$ cat config.mk
export PLATFORM = sky130hd
export DESIGN_NAME = peek_engine
export DESIGN_NICKNAME = d
export VERILOG_FILES = /design/src/rtl/peek_pkg.sv /design/src/rtl/peek_ctrl.sv /design/src/rtl/peek_datapath.sv /design/src/rtl/peek_engine.sv
export SDC_FILE = /design/constraint.sdc
export NUM_CORES = 1
export LEC_CHECK = 0
export BUFFER_PORTS_ARGS = -buffer_cell sky130_fd_sc_hd__buf_2
export CORE_UTILIZATION = 32
export CTS_CLUSTER_SIZE = 16
export DETAILED_ROUTE_END_ITERATION = 8
export PLACE_DENSITY = 0.92
export SYNTH_ARGS = -nofsm -noshare
export SYNTH_HDL_FRONTEND = slang
export SYNTH_SLANG_ARGS = --single-unit
$ cat constraint.sdc
create_clock -name clk -period 1.25 [get_ports clk]
set_input_delay 0.125 -clock clk [delete_from_list [all_inputs] [get_ports clk]]
set_output_delay 0.125 -clock clk [all_outputs]
set_load 0.02 [all_outputs]
$ cat src/rtl/peek_pkg.sv
package peek_pkg;

  typedef enum logic [2:0] {
    ST_RESET = 3'd0,
    ST_IDLE  = 3'd1,
    ST_WAIT0 = 3'd2,
    ST_WAIT1 = 3'd3,
    ST_WAIT2 = 3'd4,
    ST_WAIT3 = 3'd5,
    ST_DONE  = 3'd6
  } peekState_t;

  // strobes from the sequencer to the datapath
  typedef struct packed {
    logic pushResp;
    logic popCmd;
  } peekStrobes_t;

endpackage

$ cat src/rtl/peek_ctrl.sv
module peek_ctrl
  import peek_pkg::*;
#(
  parameter int READ_LAT = 3
) (
  input  logic         clk,
  input  logic         rstN,
  input  logic         cmdEmpty,
  input  logic         rspFull,
  output peekStrobes_t strobes
);

  // wait state (0..3) in which the read data is first valid
  localparam logic [2:0] SLOT_IDX = 3'(READ_LAT - 1);

  peekState_t state, nextState;
  logic       inWait;
  logic       inSlot;
  logic [2:0] waitIdx;
  logic [1:0] pushCount;

  assign inWait  = (state == ST_WAIT0) || (state == ST_WAIT1) ||
                   (state == ST_WAIT2) || (state == ST_WAIT3);
  assign waitIdx = 3'(state) - 3'(ST_WAIT0);
  assign inSlot  = inWait && (waitIdx == SLOT_IDX);

  always_ff @(posedge clk or negedge rstN) begin
    if (!rstN) state <= ST_RESET;
    else       state <= nextState;
  end

  always_comb begin
    nextState = state;
    unique case (state)
      ST_RESET: nextState = ST_IDLE;
      ST_IDLE:  if (!cmdEmpty) nextState = ST_WAIT0;
      ST_WAIT0: if (!(inSlot && rspFull)) nextState = ST_WAIT1;
      ST_WAIT1: if (!(inSlot && rspFull)) nextState = ST_WAIT2;
      ST_WAIT2: if (!(inSlot && rspFull)) nextState = ST_WAIT3;
      ST_WAIT3: if (!(inSlot && rspFull)) nextState = ST_DONE;
      ST_DONE:  nextState = ST_IDLE;
      default:  nextState = ST_RESET;
    endcase
  end

  always_comb begin
    strobes.pushResp = inSlot && !rspFull;
    strobes.popCmd   = (state == ST_DONE);
  end

  // responses issued since the last pop, kept for the checks below
  always_ff @(posedge clk or negedge rstN) begin
    if (!rstN)                 pushCount <= '0;
    else if (strobes.popCmd)   pushCount <= '0;
    else if (strobes.pushResp) pushCount <= pushCount + 2'd1;
  end


  push_once_chk: assert property (@(posedge clk) disable iff (!rstN)
    strobes.pushResp |-> (pushCount == 2'd0));


  pop_after_push_chk: assert property (@(posedge clk) disable iff (!rstN)
    strobes.popCmd |-> (pushCount == 2'd1));


  pop_single_chk: assert property (@(posedge clk) disable iff (!rstN)
    strobes.popCmd |=> !strobes.popCmd);


  stall_hold_chk: assert property (@(posedge clk) disable iff (!rstN)
    (inSlot && rspFull) |=> $stable(state));


  idle_quiet_chk: assert property (@(posedge clk) disable iff (!rstN)
    (state == ST_IDLE && cmdEmpty) |=> (state == ST_IDLE));

endmodule

$ cat src/rtl/peek_datapath.sv
module peek_datapath
  import peek_pkg::*;
#(
  parameter int ADDR_W = 14,
  parameter int DATA_W = 8
) (
  input  logic                       clk,
  input  logic                       rstN,
  input  peekStrobes_t               strobes,
  input  logic [ADDR_W-1:0]          cmdData,
  input  logic                       rspFull,
  input  logic                       memSel,
  input  logic [DATA_W-1:0]          mem0RdData,
  input  logic [DATA_W-1:0]          mem1RdData,
  output logic [ADDR_W-1:0]          mem0RdAddr,
  output logic [ADDR_W-1:0]          mem1RdAddr,
  output logic [ADDR_W+DATA_W-1:0]   rspData,
  output logic                       rspWrEn,
  output logic                       cmdRdEn
);

  localparam int NUM_PORTS = 2;

  logic [NUM_PORTS-1:0][ADDR_W-1:0] portAddr;
  logic [DATA_W-1:0]                selData;

  // same head address fans out to every debug read port
  for (genvar g = 0; g < NUM_PORTS; g++) begin : gAddrFan
    assign portAddr[g] = cmdData;
  end

  assign mem0RdAddr = portAddr[0];
  assign mem1RdAddr = portAddr[1];

  assign selData = memSel ? mem0RdData : mem1RdData;
  assign rspData = {cmdData, selData};
  assign rspWrEn = strobes.pushResp;
  assign cmdRdEn = strobes.popCmd;


  no_full_write_chk: assert property (@(posedge clk) disable iff (!rstN)
    rspWrEn |-> !rspFull);


  no_joint_strobe_chk: assert property (@(posedge clk) disable iff (!rstN)
    !(rspWrEn && cmdRdEn));

endmodule

$ cat src/rtl/peek_engine.sv
module peek_engine
  import peek_pkg::*;
#(
  parameter int ADDR_W   = 14,
  parameter int DATA_W   = 8,
  parameter int READ_LAT = 3
) (
  input  logic                     clk,
  input  logic                     rstN,
  input  logic                     cmdEmpty,
  input  logic [ADDR_W-1:0]        cmdData,
  output logic                     cmdRdEn,
  input  logic                     rspFull,
  output logic [ADDR_W+DATA_W-1:0] rspData,
  output logic                     rspWrEn,
  input  logic                     memSel,
  output logic [ADDR_W-1:0]        mem0RdAddr,
  input  logic [DATA_W-1:0]        mem0RdData,
  output logic [ADDR_W-1:0]        mem1RdAddr,
  input  logic [DATA_W-1:0]        mem1RdData
);

  peekStrobes_t strobes;

  peek_ctrl #(.READ_LAT(READ_LAT)) ctrl_i (
    .clk      (clk),
    .rstN     (rstN),
    .cmdEmpty (cmdEmpty),
    .rspFull  (rspFull),
    .strobes  (strobes)
  );

  peek_datapath #(.ADDR_W(ADDR_W), .DATA_W(DATA_W)) dp_i (
    .clk        (clk),
    .rstN       (rstN),
    .strobes    (strobes),
    .cmdData    (cmdData),
    .rspFull    (rspFull),
    .memSel     (memSel),
    .mem0RdData (mem0RdData),
    .mem1RdData (mem1RdData),
    .mem0RdAddr (mem0RdAddr),
    .mem1RdAddr (mem1RdAddr),
    .rspData    (rspData),
    .rspWrEn    (rspWrEn),
    .cmdRdEn    (cmdRdEn)
  );

endmodule

==> key figures <==
Outcome
  • Status: complete, no violations

Synth
  • Syn_area_per_cell: 8.93 sq um
  • Asr flop ratio synth: 100%
  • Post-synth net total: 102
  • Area share of the largest cell type after synthesis: 52.7%
  • Synth warn: 0
  • Cells taking the most area after synthesis: buf_4, mux2_4, dfrtp_1
  • Post-Syn Instances: 67
  • Cell area after synthesis: 598 sq um
  • Most frequent cells after synthesis: buf_4, mux2_4, dfrtp_1, o21ai_0, nand2_1
  • Cell with the most instances after synthesis: buf_4
  • EDFF count, synth: 0
  • Library cells used by synthesis: 14
  • Area leader, netlist: buf_4
  • Post-synthesis sequential area ratio: 12.6%
  • Top FF cell, synth: dfrtp_1
  • Number of synthesized register bits: 3

Finish
  • Post-layout util: 29.5%
  • Area Overhead vs Synth: -13.8%
  • Diode count: 0
  • Max FFs per register: 3
  • Post-route cell area: 515 sq um
  • Largest Register: ctrl_i.state
  • Top Registers: ctrl_i.state x3
  • Nets: 97
  • Share of cells above drive strength 1: 77.0%

Clock tree
  • CTS tree: built
  • Clock transition at path regs: 0.04 ns
  • CTS Buffer Depth: 2
  • CTS Buf Count: 3
  • Clk_lat worst skew: 0.23 ns
  • CTS HTree Levels: 1
  • Clock sinks: 3
  • Root buf cell: clkbuf_4

Global routing
  • Largest net degree at the start of global routing: 9
  • Met2 usage: 18.0%
  • Initial antenna violation count: 0
  • First-pass GRT wire length: 1390 microns
  • Grt total ovfl: 0
  • Vias in the first global route: 370
  • Gr busiest metal: met2
  • GR Util All Layers: 10.4%
  • Met1 global-route usage: 8.25%
  • GR Util met3: 2.00%

Floorplan
  • Initial Utilization: 34.3%
  • Die area: 2050 sq um
  • Die width: 45.2 microns
  • Core Rows: 15
  • Die H: 45.2 microns
  • Io pins: 87
  • Core footprint: 1750 sq um

Timing
  • Clock skew: 0.00116 ns
  • Unrepaired setup endpoints after global routing: false
  • Slew headroom: 83.9%
  • Fin crit share: 95.5%
  • Sum Neg Setup Slack: 0 ns
  • Final worst slack: 0.0560 ns
  • Final count of hold timing violations: 0
  • Minimum clock period: 1.19 ns
  • Fin Hold WS: 0.229 ns
  • Worst slew pin tran: 0.242 ns
  • Final setup viols: 0
  • Max-slew violations: 0
  • Fmax: 838 MHz

Worst setup path
  • R2r endpoint: ctrl_i.state[0]
  • CP top delay family: flip-flops
  • Crit Path Class: reg -> out
  • CP peak stage delay: 0.42 ns
  • Worst reg2reg startpoint: ctrl_i.state[1]
  • Crit path max fanout: 5
  • Reg-to-reg slack, setup: 0.24 ns
  • WP buf/inv: 1
  • Setup crit start kind: flip-flop
  • Slowest CP cell: dfrtp_2
  • Crit end category: output pin
  • WP data arrival: 1.07 ns
  • CP Data Required Time: 1.12 ns
  • R2R cell count: 4
  • Crit-path cells: nor4b_2, buf_4

Worst hold path
  • Worst hold path class: in -> async

Drt
  • Vias per cell: 4.01
  • DRT Pass-1 Iters: 2
  • Remaining DRCs: 0
  • WL final: 968 microns
  • Antenna-violating nets left: 0
  • Initial DRC count: 1
  • Average wire per standard cell: 11.3 microns
  • Vias: 345

Placement
  • Hpwl dp: 785 microns
  • Gpl congestion: 0.806
  • Pre-CTS setup slack: 0.224 ns
  • Input/output buffers: 30
  • Dpl cell area: 459 sq um

Power
  • P_leak: 0.000282 uW
  • Worst vdd ir: 0.000303 V
  • Cell Pwr Density: 1390 nW/um^2

Run
  • Max-cap violations: 0
power by group:
| part | leakage [uW] | internal (uW) | switching, uW |
|---|---|---|---|
| Combinational | 0.000233 | 183 | 156 |
| Clock | 0.0000150 | 120 | 48.6 |
| Sequential | 0.0000344 | 152 | 57.5 |
| Total | 0.000282 | 455 | 262 |
placed cells by master, fill, tap and decap left out:
cell and count:
nor2_1 1, dfrtp_1 1, inv_1 1, o21ai_0 3, and2_1 1, dlygate4sd3_1 1
dfrtp_2 2, nor4b_2 1, nand2_1 2, clkbuf_4 3, mux2_4 8, clkbuf_1 1
o21ai_1 1, buf_2 29, mux2i_1 1, and3b_2 1, nor2b_1 1, buf_4 3
worst reg2reg max path: cells and delay by family, from the launching register on:
kind            cells  cell delay [ns]
buf+inv             1             0.15
compound gates      1             0.06
flops               1             0.41
simple gates        2             0.27
area by class of cell:
class	count	area, sq um
multi-input cells	20	199
flip-flops and latches	3	77.6
well taps	25	31.3
fillers	184	1230
repair buffers	33	178
inverters	1	3.75
clock buffers	4	26.3
logic make-up (layout without fill, tap and decap cells):
| family | count (synthesis) | in the layout | share of synthesized area, % |
|---|---|---|---|
| DFF | 3 | 3 | 12.6 |
| buffers and inverters | 44 | 38 | 55.2 |
| muxes | 9 | 9 | 21.8 |
| AOI/OAI and AO/OA | 4 | 4 | 3.35 |
| and+or+nand+nor | 7 | 7 | 7.11 |
per-layer routing:
layer  vias to the layer above  wire [microns]
li1                        160               -
met5                         -               0
met4                         0              40
met1                       147             286
met3                         6             123
met2                        32             518
repair_timing:
item                                    CTS  global route
endpoints found under the setup margin    1             1
buffers inserted                          1             1
pin swaps                                 0             1
hold buffers                              1             0
gates resized for setup                   1             2
hold endpoints to repair                  3             0
stage by stage:
step	cells	power, uW
after floorplan	67	588
after global placement	79	466
after detailed placement	79	489
after CTS	85	693
after global routing	86	776
final	86	717
how the worst max path moves through the flow:
stage / from / end / cells past startpoint
3_3_place_gp: ctrl_i.state[1] / rspWrEn / 2
5_1_grt: ctrl_i.state[0] / rspWrEn / 2
6_report: ctrl_i.state[0] / rspWrEn / 2
4_1_cts: ctrl_i.state[0] / rspWrEn / 2
2_1_floorplan: ctrl_i.state[1] / rspWrEn / 1
3_5_place_dp: ctrl_i.state[1] / rspWrEn / 2
Power figures use the tool's default switching activity.
